`src/rtl/clip_flag_pkg.sv`:
```
package clip_flag_pkg;

   localparam int NUM_CH = 2;
   localparam int CH_L   = 0;
   localparam int CH_R   = 1;

   typedef enum logic [1:0] {
      SPD_SINGLE = 2'd0,
      SPD_DOUBLE = 2'd1,
      SPD_QUAD   = 2'd2,
      SPD_RSVD   = 2'd3
   } speed_e;

   // left shift applied to the base hold count for each speed mode
   function automatic logic [1:0] speed_shift(input logic [1:0] mode);
      case (speed_e'(mode))
         SPD_DOUBLE: speed_shift = 2'd1;
         SPD_QUAD:   speed_shift = 2'd2;
         default:    speed_shift = 2'd0;
      endcase
   endfunction

endpackage

```
`src/rtl/clip_hold_timer.sv`:
```
module clip_hold_timer
   import clip_flag_pkg::*;
#(
   parameter int HOLD_BASE = 32768,
   parameter int CNT_W     = $clog2(HOLD_BASE * 4 + 1)
) (
   input  logic              clk,
   input  logic              rst_n,
   input  logic              sample_stb,
   input  logic [NUM_CH-1:0] ovr,
   input  logic [1:0]        speed_mode,
   output logic [NUM_CH-1:0] flags
);

   if (HOLD_BASE < 1) begin : g_bad_base
      $error("clip_hold_timer: HOLD_BASE must be at least 1");
   end
   if (CNT_W < $clog2(HOLD_BASE * 4 + 1)) begin : g_bad_width
      $error("clip_hold_timer: CNT_W too narrow for the quad-speed window");
   end

   logic [CNT_W-1:0] remain;
   logic [CNT_W-1:0] window;
   logic             any_ovr;
   logic             expire;

   assign window  = CNT_W'(HOLD_BASE) << speed_shift(speed_mode);
   assign any_ovr = |ovr;
   assign expire  = sample_stb && !any_ovr && (remain == CNT_W'(1));

   // shared window counter: any channel reloads it
   always_ff @(posedge clk or negedge rst_n) begin
      if (!rst_n) begin
         remain <= '0;
      end else if (sample_stb) begin
         if (any_ovr)
            remain <= window;
         else if (remain != '0)
            remain <= remain - CNT_W'(1);
      end
   end

   for (genvar c = 0; c < NUM_CH; c++) begin : g_chan
      always_ff @(posedge clk or negedge rst_n) begin
         if (!rst_n)
            flags[c] <= 1'b0;
         else if (sample_stb && ovr[c])
            flags[c] <= 1'b1;
         else if (expire)
            flags[c] <= 1'b0;
      end
   end

endmodule

```
`src/rtl/clip_slot_mux.sv`:
```
module clip_slot_mux
   import clip_flag_pkg::*;
#(
   parameter int LJ_DELAY  = 1,
   parameter int I2S_DELAY = 2,
   parameter int MAX_DELAY = (LJ_DELAY > I2S_DELAY) ? LJ_DELAY : I2S_DELAY,
   parameter int TMR_W     = $clog2(MAX_DELAY + 1)
) (
   input  logic              clk,
   input  logic              rst_n,
   input  logic              sclk_stb,
   input  logic              lrck,
   input  logic              fmt_i2s,
   input  logic [NUM_CH-1:0] flags,
   output logic              line_pull_low
);

   if (LJ_DELAY < 1 || I2S_DELAY < 1) begin : g_bad_delay
      $error("clip_slot_mux: reload delays must be at least one bit period");
   end
   if (MAX_DELAY > 15) begin : g_long_delay
      $error("clip_slot_mux: reload delay must stay well inside the setup margin");
   end

   logic [TMR_W-1:0] wait_cnt;
   logic [TMR_W-1:0] load_val;
   logic             lrck_q;
   logic             pick_left;
   logic             drive_q;
   logic             edge_seen;

   if (LJ_DELAY == I2S_DELAY) begin : g_same_delay
      assign load_val = TMR_W'(LJ_DELAY);
   end else begin : g_fmt_delay
      assign load_val = fmt_i2s ? TMR_W'(I2S_DELAY) : TMR_W'(LJ_DELAY);
   end

   assign edge_seen = (lrck != lrck_q);

   always_ff @(posedge clk or negedge rst_n) begin
      if (!rst_n) begin
         lrck_q    <= 1'b0;
         wait_cnt  <= '0;
         pick_left <= 1'b0;
         drive_q   <= 1'b0;
      end else if (sclk_stb) begin
         lrck_q <= lrck;
         if (wait_cnt == TMR_W'(1))
            drive_q <= pick_left ? flags[CH_L] : flags[CH_R];
         if (edge_seen) begin
            wait_cnt  <= load_val;
            // left-justified: high half is left; I2S: high half is right
            pick_left <= lrck ^ fmt_i2s;
         end else if (wait_cnt != '0) begin
            wait_cnt <= wait_cnt - TMR_W'(1);
         end
      end
   end

   assign line_pull_low = drive_q;

endmodule

```
`src/rtl/clip_flag_serializer.sv`:
```
module clip_flag_serializer
   import clip_flag_pkg::*;
#(
   parameter int HOLD_BASE = 32768,
   parameter int LJ_DELAY  = 1,
   parameter int I2S_DELAY = 2
) (
   input  logic       clk,
   input  logic       rst_n,
   input  logic       sclk_stb,
   input  logic       lrck,
   input  logic       fmt_i2s,
   input  logic [1:0] speed_mode,
   input  logic       sample_stb,
   input  logic       ovr_left,
   input  logic       ovr_right,
   output logic       line_pull_low
);

   localparam int CNT_W = $clog2(HOLD_BASE * 4 + 1);

   logic [NUM_CH-1:0] ovr_vec;
   logic [NUM_CH-1:0] hold_flags;

   assign ovr_vec[CH_L] = ovr_left;
   assign ovr_vec[CH_R] = ovr_right;

   clip_hold_timer #(
      .HOLD_BASE (HOLD_BASE),
      .CNT_W     (CNT_W)
   ) u_timer (
      .clk        (clk),
      .rst_n      (rst_n),
      .sample_stb (sample_stb),
      .ovr        (ovr_vec),
      .speed_mode (speed_mode),
      .flags      (hold_flags)
   );

   clip_slot_mux #(
      .LJ_DELAY  (LJ_DELAY),
      .I2S_DELAY (I2S_DELAY)
   ) u_mux (
      .clk           (clk),
      .rst_n         (rst_n),
      .sclk_stb      (sclk_stb),
      .lrck          (lrck),
      .fmt_i2s       (fmt_i2s),
      .flags         (hold_flags),
      .line_pull_low (line_pull_low)
   );

endmodule

```
`config.mk`:
```
export PLATFORM = sky130hd
export DESIGN_NAME = clip_flag_serializer
export DESIGN_NICKNAME = d
export VERILOG_FILES = /design/src/rtl/clip_flag_pkg.sv /design/src/rtl/clip_hold_timer.sv /design/src/rtl/clip_slot_mux.sv /design/src/rtl/clip_flag_serializer.sv
export SDC_FILE = /design/constraint.sdc
export NUM_CORES = 1
export LEC_CHECK = 0
export BUFFER_PORTS_ARGS = -buffer_cell sky130_fd_sc_hd__buf_2
export CAP_MARGIN = 20
export CORE_MARGIN = 3
export CORE_UTILIZATION = 50
export DETAILED_ROUTE_END_ITERATION = 8
export PLACE_DENSITY = 0.71
export REMOVE_ABC_BUFFERS = 1
export SETUP_SLACK_MARGIN = 0.02
export SYNTH_ARGS = -nofsm -noshare
export SYNTH_HDL_FRONTEND = slang
export SYNTH_HIERARCHICAL = 1
export SYNTH_SLANG_ARGS = --single-unit
```
`constraint.sdc`:
```
create_clock -name clk -period 2.3 [get_ports clk]
set_input_delay 0.46 -clock clk [delete_from_list [all_inputs] [get_ports clk]]
set_output_delay 0.46 -clock clk [all_outputs]
set_load 0.01 [all_outputs]
```
==> flow_results.org, run 1 <==
** Timing
- Worst clock skew on the final layout :: roughly 3 ps
- Maximum operating frequency :: 447 MHz
- Pin slew with the least headroom to its limit :: roughly 570 ps
- Count of final setup violators :: 0
- Worst rel slew slack :: around three fifths
- The max-slew violation total from the final report was 0.
- Min cycle time layout :: ~2200 ps
- The number of endpoints with negative hold slack in the final report is 0.
- Fin crit share :: 97.4%
- Setup repair after global routing could not meet its margin everywhere.

** Place
- The congestion estimate from routability-driven global placement came to around 0.97.
- In this run the tool buffered the top-level ports with 10 buffer cells.
- Post-detailed-placement half-perimeter wirelength :: around 2600 um
- Inst Count DP :: 212

** Yosys
- In this run the mean area of a mapped cell was just over 9 um2.
- Post-synthesis sequential area ratio :: between 40% and 50%
- In the synthesized netlist, the number of instances is 163.
- For this run, asynchronously set or reset flops after synthesis account for between 90% and 100%.
- After synthesis, the share of cell area in mux cells is 3.12%.
- EDFF count, synth :: 0
- Of the total synthesized cell area, the portion taken by full adders, half adders and majority gates is roughly 5%.
- Distinct cells, synth :: 40
- The share of synthesized area in the top cell type comes to a little over two fifths.
- After Yosys synthesis, and, or, nand and nor cells account for 19.8% of the synthesized area.
- Among all flip-flop cells after synthesis, the most frequent one is sky130_fd_sc_hd__dfrtp_1.
- Combinational family with the most area after synthesis :: compound AO/OA/AOI/OAI gates
- The largest total area in the synthesized netlist belongs to sky130_fd_sc_hd__dfrtp_1.
- Synthesis inferred 25 register bits.
- Yosys printed 6 warnings.
- Synth Area in XOR/XNOR :: less than 1%
- The synthesized netlist occupies a cell area of ~1500 um2.
- In the post-synthesis netlist, the biggest area contributors are sky130_fd_sc_hd__dfrtp_1 (42%), sky130_fd_sc_hd__ha_1 (5.1%), sky130_fd_sc_hd__o21ai_0 (4.7%), sky130_fd_sc_hd__nand2_1 (4.0%), sky130_fd_sc_hd__o31ai_1 (3.5%).
- Compound-gate portion of the synthesized area :: around a quarter

** Run status
- Result of the run :: finished clean

** Global routing
- Global routing finished with a remaining overflow of 0.
- Tot GR Track Use :: between 20% and 30%
- The number of antenna violations at the first check in global routing is 0.
- Pin count of the biggest net entering global routing :: 26
- Wire length of the first global-routing pass :: ~5700 um
- Vias in the first global route :: ~1300

** Final layout
- Share of final-layout standard cells stronger than drive strength 1 :: 24.9%
- For this run, the number of standard cells in the final layout without fillers is approximately 220.
- Compared with the post-synthesis result, the final layout area differs by 17.8%.
- Area of the multi-input gates :: between 800 and 900 um2
- Final standard cell utilization of the core :: 62.8%
- Fill count :: between 200 and 250
- Footprint of the flip-flops and latches :: 626 um2
- Number of nets in the layout :: just over 200
- 0 antenna diodes ended up in the layout.

** Clocking
- After clock tree synthesis, the flow added hold-fix buffers numbering 0.
- After clock tree synthesis, the clock-pin slew on the worst setup and hold paths is around 150 ps.
- Clock tree root driver cell :: sky130_fd_sc_hd__clkbuf_4
- H-tree levels :: 1
- After clock tree synthesis, the setup repair step added 0 buffers.
- TritonCTS built the clock tree.
- The longest clock path from root to sink contains 2 buffers.
- Number of buffers created by CTS :: 3
- Clock sinks :: 25
- Worst-Skew Late Latency :: 320 ps

** Floorplanning
- Area of the die :: about 3700 um2
- The die is approximately 60 um tall.
- Row generation in the floorplan step produced 19 rows.
- Initial standard-cell utilization of the core :: roughly 53%
- The region available for standard cell placement spans about 2800 um2.
- 11 I/O pins were placed.
- Measured along the x axis, the die boundary spans approximately 60 um.

** Critical path
- Arrival time reported for the critical path endpoint :: roughly 2500 ps
- Worst setup path category :: flop to flop
- Of all nets on the critical path, the largest fanout is 5.
- STA classifies the critical path endpoint as a flop.
- The worst setup path is launched from a flop.
- CP required :: around 2500 ps

** Pwr
- The internal power of the cells totals 0.00110 W.
- Per report_power, the sequential group accounts for 34.7% of the total.
- Pwr per Cell Area :: between 1000 and 1500 nW/um2
- Switching part of the total power :: between 40% and 50%
- The clock network burns between 10% and 20% of the power.
- Summed over all nets, the switching power comes to between 0.0008 and 0.0009 W.
- Summed over all cells, the static leakage comes to about 0.76 nW.
- Max IR drop VDD :: around 800 uV
- Combinational share of power :: between 50% and 60%

** Routing
- For this run, design rule violations remaining after detail routing come to 0.
- Iteration-0 DRC count of the detailed router :: 74
- For this block, the via count after detailed routing is about 1400.
- Dividing the detail-routed wire length by the instance count gives around 16 um.
- In this run the remaining antenna-violating nets after routing total 0.
- Number of detailed-route iterations in the first pass :: 4
- In the routed layout, each cell is associated on average with a via count of approximately 6.4.
- Post-Route WL :: 3490 um

** Hold path
- The min-delay analysis places its worst path in the category input pin to async pin.

** Run
- Count of maximum capacitance violations :: 0
## layer usage
layer	vias to the layer above	track usage, %	routed length [um]
li1	657	-	-
met1	673	28.4	1550
met2	44	33.2	1710
met3	4	2.98	191
met4	0	7.12	39
met5	-	0	0
## cells in the final DEF, fill, tap and decap left out, types with 4 or more instances in the layout
cell and instances:
sky130_fd_sc_hd__o211ai_1 5, sky130_fd_sc_hd__o21ai_1 4, sky130_fd_sc_hd__a21oi_1 8, sky130_fd_sc_hd__nand2_1 16, sky130_fd_sc_hd__o311ai_0 4, sky130_fd_sc_hd__dfrtp_1 25, sky130_fd_sc_hd__nor3_1 5, sky130_fd_sc_hd__nor2_1 8
sky130_fd_sc_hd__or3_1 5, sky130_fd_sc_hd__nand3_1 5, sky130_fd_sc_hd__buf_2 10, sky130_fd_sc_hd__a31oi_1 4, sky130_fd_sc_hd__ha_1 6, sky130_fd_sc_hd__o21ai_0 12, sky130_fd_sc_hd__inv_1 8, sky130_fd_sc_hd__buf_4 14
sky130_fd_sc_hd__o31ai_1 5
## what timing repair did
item | in CTS | in global routing
endpoints found under the hold margin | 0 | 0
pin swaps | 1 | 2
setup endpoints to repair | 19 | 14
gates resized for setup | 4 | 10
## critical path, cell delays in order, from the launching register on
cell and delay (ps):
sky130_fd_sc_hd__dfrtp_1 410, sky130_fd_sc_hd__or4_4 540, sky130_fd_sc_hd__or4_4 480, sky130_fd_sc_hd__or3_4 440, sky130_fd_sc_hd__o31ai_4 210, sky130_fd_sc_hd__nand2_1 60
## cell usage after synthesis (all sizes together), types with 3 or more instances
cell     n
clkbuf   5
or3      6
o211ai   5
o311ai   5
nor2b    3
a21oi    8
inv      8
dfrtp   25
nand3    7
nand2   16
o21ai   16
o31ai    8
a31oi    4
nor3     5
ha       6
or4      4
nor2     9
## sequential cells by signal, summed over array words and instances (netlist names)
register,flops
u_timer/flags,2
u_mux/wait_cnt,2
u_mux/lrck_q,1
u_mux/line_pull_low,1
u_timer/remain,18
u_mux/pick_left,1
## worst paths after layout
path                                                     start                              to  slack, ps  cells past startpoint
worst max-delay path            u_timer/remain[11]$_DFFE_PN0P_    u_timer/flags[1]$_DFFE_PN0P_         60                      5
worst min-delay path                                     rst_n   u_timer/remain[4]$_DFFE_PN0P_        100                      1
worst max register to register  u_timer/remain[11]$_DFFE_PN0P_    u_timer/flags[1]$_DFFE_PN0P_         60                      5
worst min register to register  u_timer/remain[13]$_DFFE_PN0P_  u_timer/remain[13]$_DFFE_PN0P_        520                      1
max in group asynchronous                                rst_n   u_timer/remain[2]$_DFFE_PN0P_       1830                      1
min in group clk                                     ovr_right    u_timer/flags[1]$_DFFE_PN0P_        370                      3
## kinds of logic (layout without fill, tap and decap cells)
group | Yosys count | after routing
AOI/OAI and AO/OA | 54 | 54
xor gates and xnor gates | 1 | 1
adders and majority gates | 6 | 6
buffers and inverters | 16 | 38
DFF | 25 | 25
muxes | 4 | 4
and+or+nand+nor | 57 | 57
## area by class of cell
| type | count | area share, % |
|---|---|---|
| clock buffers | 3 | 1.29 |
| repair buffers | 25 | 9.52 |
| clock inverters | 1 | 0.429 |
| multi-input cells | 122 | 48.8 |
| flip-flops and latches | 25 | 35.8 |
| well taps | 31 | 2.22 |
| inverters | 9 | 1.93 |
## metrics by stage
step	hold WS (ps)	TNS (ps)	area (um2)	power, W	setup slack [ps]
after floorplan	164	-603	1460	0.00121	-135
after global placement	480	-184	1660	0.00155	-50.7
after detailed placement	486	-531	1660	0.00159	-95.4
after CTS	110	0	1700	0.00183	34.5
after global routing	121	-4.23	1750	0.00207	-2.89
final	101	0	1750	0.00192	60.5
## power groups by stage
stage | clock network [W] | registers [W] | logic [W]
floorplan | 0 | 0.000647 | 0.000560
global placement | 0 | 0.000660 | 0.000890
detailed placement | 0 | 0.000666 | 0.000919
CTS | 0.000218 | 0.000659 | 0.000956
global route | 0.000237 | 0.000683 | 0.00115
finish | 0.000214 | 0.000666 | 0.00104
(Power assumes the default switching activity.)
==> run 2, diff against run 1 <==
- PLACE_DENSITY: 0.71 -> 0.8
==> run 2 against run 1 <==
Combinational power increased by 9%. Register-to-register slack got worse by 30 ps. Clock-buffer cell count increased by 1. Via count decreased by 1.4%. Cell count increased by 1.4%. Wire length about the same. Largest power group unchanged. Sequential share of layout area decreased by 0.92 points. First-iteration DRC count increased by 32%. Largest cell class unchanged. Critical path depth increased by 1.
==> flow_results.org, run 2 (same netlist as run 1, synthesis figures left out) <==
** Final layout
- The layout filler cell count was 229 (was 214).
- The share of final-layout standard cells stronger than drive strength 1 is 26.6% (was 24.9%).
- Most frequent standard cell in the layout excluding fill and tap cells :: sky130_fd_sc_hd__dfrtp_1 (unchanged)
- The largest register by flop count was u_timer/remain (unchanged).
- The area growth from synthesis to layout is 20.9% (was 17.8%).
- The utilization after layout was 64.5% (was 62.8%).
- Number of non-filler instances in the completed layout :: 219 (was 216)
- Max reg flops :: 18 (unchanged)
- Number of nets in the layout :: 205 (was 202)
- Largest registers :: u_timer/remain (18), u_mux/wait_cnt (2), u_timer/flags (2) (unchanged)
- Most frequent cells in the layout :: sky130_fd_sc_hd__dfrtp_1 (25), sky130_fd_sc_hd__nand2_1 (16), sky130_fd_sc_hd__buf_4 (15), sky130_fd_sc_hd__o21ai_0 (11), sky130_fd_sc_hd__buf_2 (10) (was sky130_fd_sc_hd__dfrtp_1 (25), sky130_fd_sc_hd__nand2_1 (16), sky130_fd_sc_hd__buf_4 (14), sky130_fd_sc_hd__o21ai_0 (12), sky130_fd_sc_hd__buf_2 (10))
- Antenna cell count :: 0 (unchanged)

** Global routing
- Global-route congestion overflow total :: 0 (unchanged)
- The number of antenna violations at the first check in global routing was 0 (unchanged).
- Tot GR Track Use :: 20.7% (was 20.6%)
- Wire length of the first global-routing pass :: 5670 um (was 5710 um)
- The pin count of the biggest net entering global routing came to 26 (unchanged).
- The number of global-route vias before repair came to 1259 (was 1253).

** Clocking
- TritonCTS clock tree :: done (unchanged)
- The clock tree root driver cell was sky130_fd_sc_hd__clkbuf_4 (unchanged).
- Number of buffers created by CTS :: 3 (unchanged)
- The clock slew seen by the registers of the worst setup and hold paths was 140 ps (was 150 ps).
- The quantity of hold-fixing buffers added after cts came to 0 (unchanged).
- Clock tree buffer depth :: 2 (unchanged)
- The H-tree depth reported by CTS is 1 (unchanged).
- Worst-Skew Late Latency :: 320 ps (about the same)
- The TritonCTS sink count is 25 (unchanged).

** Critical path
- Peak fanout along the critical path :: 6 (was 5)
- The worst reg2reg path startpoint was u_timer/remain[11]$_DFFE_PN0P_ (unchanged).
- The start-to-end type of the worst setup path was flop to flop (unchanged).
- The critical path data required time was 2480 ps (was 2530 ps).
- The reg2reg setup slack was 30 ps (was 60 ps).
- The worst-case reg-to-reg path depth is 6 (was 5).
- The category of the worst setup path launch point is a flop (unchanged).
- Critical path capture point type :: flop (unchanged)
- The timing startpoint of the critical path is u_timer/remain[11]$_DFFE_PN0P_ (unchanged).
- Destination of the worst register-to-register timing path :: u_timer/remain[13]$_DFFE_PN0P_ (was u_timer/flags[1]$_DFFE_PN0P_)
- Cell breakdown of the critical path :: or4_4, buf_6, or3_4, or4_4, nand3_4, o41ai_2 (was or4_4, or4_4, or3_4, o31ai_4, nand2_1)
- Arrival time reported for the critical path endpoint :: 2450 ps (was 2470 ps)
- Biggest cell delay along the critical path :: 550 ps (was 540 ps)
- The cell at the slowest stage of the critical path is sky130_fd_sc_hd__or4_4 (unchanged).
- The most numerous cell on the critical path was sky130_fd_sc_hd__or4_4 (unchanged).

** Timing
- The ratio of final minimum period to clock period came to 98.7% (was 97.4%).
- The final hold slack is 112 ps (was 101 ps).
- Pin slew with the least headroom to its limit :: 570 ps (was 573 ps)
- The setup violation total in the final timing report is 0 (unchanged).
- Worst rel slew slack :: 62.0% (was 61.8%)
- The max-slew violation total from the final report came to 0 (unchanged).
- The number of endpoints with negative hold slack in the final report came to 0 (unchanged).
- The largest clock skew in the final design was 15.2 ps (was 2.99 ps).
- RSZ-0062 raised after global routing :: true (unchanged)
- Maximum operating frequency :: 440 MHz (was 447 MHz)
- Min cycle time layout :: 2270 ps (was 2240 ps)

** Routing
- The count of routing violations after the opening detailed-route iteration is 98 (was 74).
- Ratio of routed vias to standard cells :: 6.21 (was 6.38)
- The count of TritonRoute iterations in the first routing pass is 4 (unchanged).
- The average wire length per cell after detail routing is 15.9 um (was 16.1 um).
- The aggregate routed wire length is 3480 um (was 3490 um).
- The remaining number of nets flagged by the antenna check after routing is 0 (unchanged).
- Vias post-DR :: 1359 (was 1378)
- DRC violation count after routing :: 0 (unchanged)

** Pwr
- Max IR drop VDD :: 823 uV (was 802 uV)
- The ratio of total power to cell area came to 1110 nW/um2 (was 1100 nW/um2).
- Leak Pwr :: 0.796 nW (was 0.760 nW)

** Place
- The routability-driven placement congestion ratio is 0.912 (was 0.966).
- Post-detailed-placement half-perimeter wirelength :: 2440 um (was 2550 um)
- The number of instances in the placed design was 212 (unchanged).
- The number of input and output port buffers inserted was 10 (unchanged).

** Run
- The reported max-cap violation count is 0 (unchanged).

** Floorplanning
- Die Ht :: 60.5 um (unchanged)
- The area of the core region is 2780 um2 (unchanged).
- The horizontal extent of the die came to 60.5 um (unchanged).
- Initial standard-cell utilization of the core :: 53.4% (unchanged)
- Total I/O pin count :: 11 (unchanged)
- # rows :: 19 (unchanged)
- Area of the die :: 3660 um2 (unchanged)

** Hold path
- The worst hold-check path type is input pin to async pin (unchanged).

** Run status
- Result of the run :: finished clean (unchanged)
## run 2: critical path: cells and delay by family, from the launching register on
kind                   cells  cell delay [ps]
DFF                        1              410
and+or+nand+nor            4             1520
buffers and inverters      1              130
AOI/OAI and AO/OA          1               80
## run 2: per-stage QoR
stage	setup TNS (ps)	instance area, um2	power (W)	setup slack, ps
floorplan	-603	1460	0.00121	-135
global placement	-259	1660	0.00154	-60.6
detailed placement	-775	1660	0.00158	-97.4
CTS	0	1760	0.00193	3.57
global route	-95.8	1790	0.00213	-31.0
finish	0	1790	0.00199	29.7
## run 2: area by class of cell
| cell class | instances | area (um2) | share of cell area [%] |
|---|---|---|---|
| Sequential cell | 25 | 626 | 34.9 |
| Timing Repair Buffer | 28 | 196 | 10.9 |
| Inverter | 9 | 33.8 | 1.88 |
| Clock buffer | 4 | 26.3 | 1.46 |
| Multi-Input combinational cell | 122 | 873 | 48.7 |
| Tap cell | 31 | 38.8 | 2.16 |
## run 2: timing repair
item,4_1_cts,5_1_grt
pin swaps,5,7
buffers inserted,2,1
resized for setup,13,7
endpoints found under the setup margin,18,18
## run 2: where the power goes
part           switching, W  total, W  internal [W]  leakage, nW
Combinational      0.000582   0.00113      0.000544        0.467
Clock              0.000127  0.000195     0.0000678       0.0150
Sequential         0.000119  0.000670      0.000551        0.314
Total              0.000828   0.00199       0.00116        0.796
## run 2: how the worst max path moves through the flow
stage,to,cells past startpoint
floorplan,u_timer/flags[0]$_DFFE_PN0P_,5
global placement,u_timer/remain[12]$_DFFE_PN0P_,7
detailed placement,u_timer/flags[0]$_DFFE_PN0P_,5
CTS,u_timer/remain[13]$_DFFE_PN0P_,6
global route,u_timer/remain[13]$_DFFE_PN0P_,6
finish,u_timer/remain[13]$_DFFE_PN0P_,6
## run 2: metal layers
metal  part of all wire, %  up-vias  wire, um  global-route usage [%]
met1                    46      663      1610                    27.6
li1                      -      663         -                       -
met4                   1.3        0        46                    8.36
met3                   4.0        4       140                    2.55
met2                    48       29      1690                    34.1
met5                     0        -         0                       0
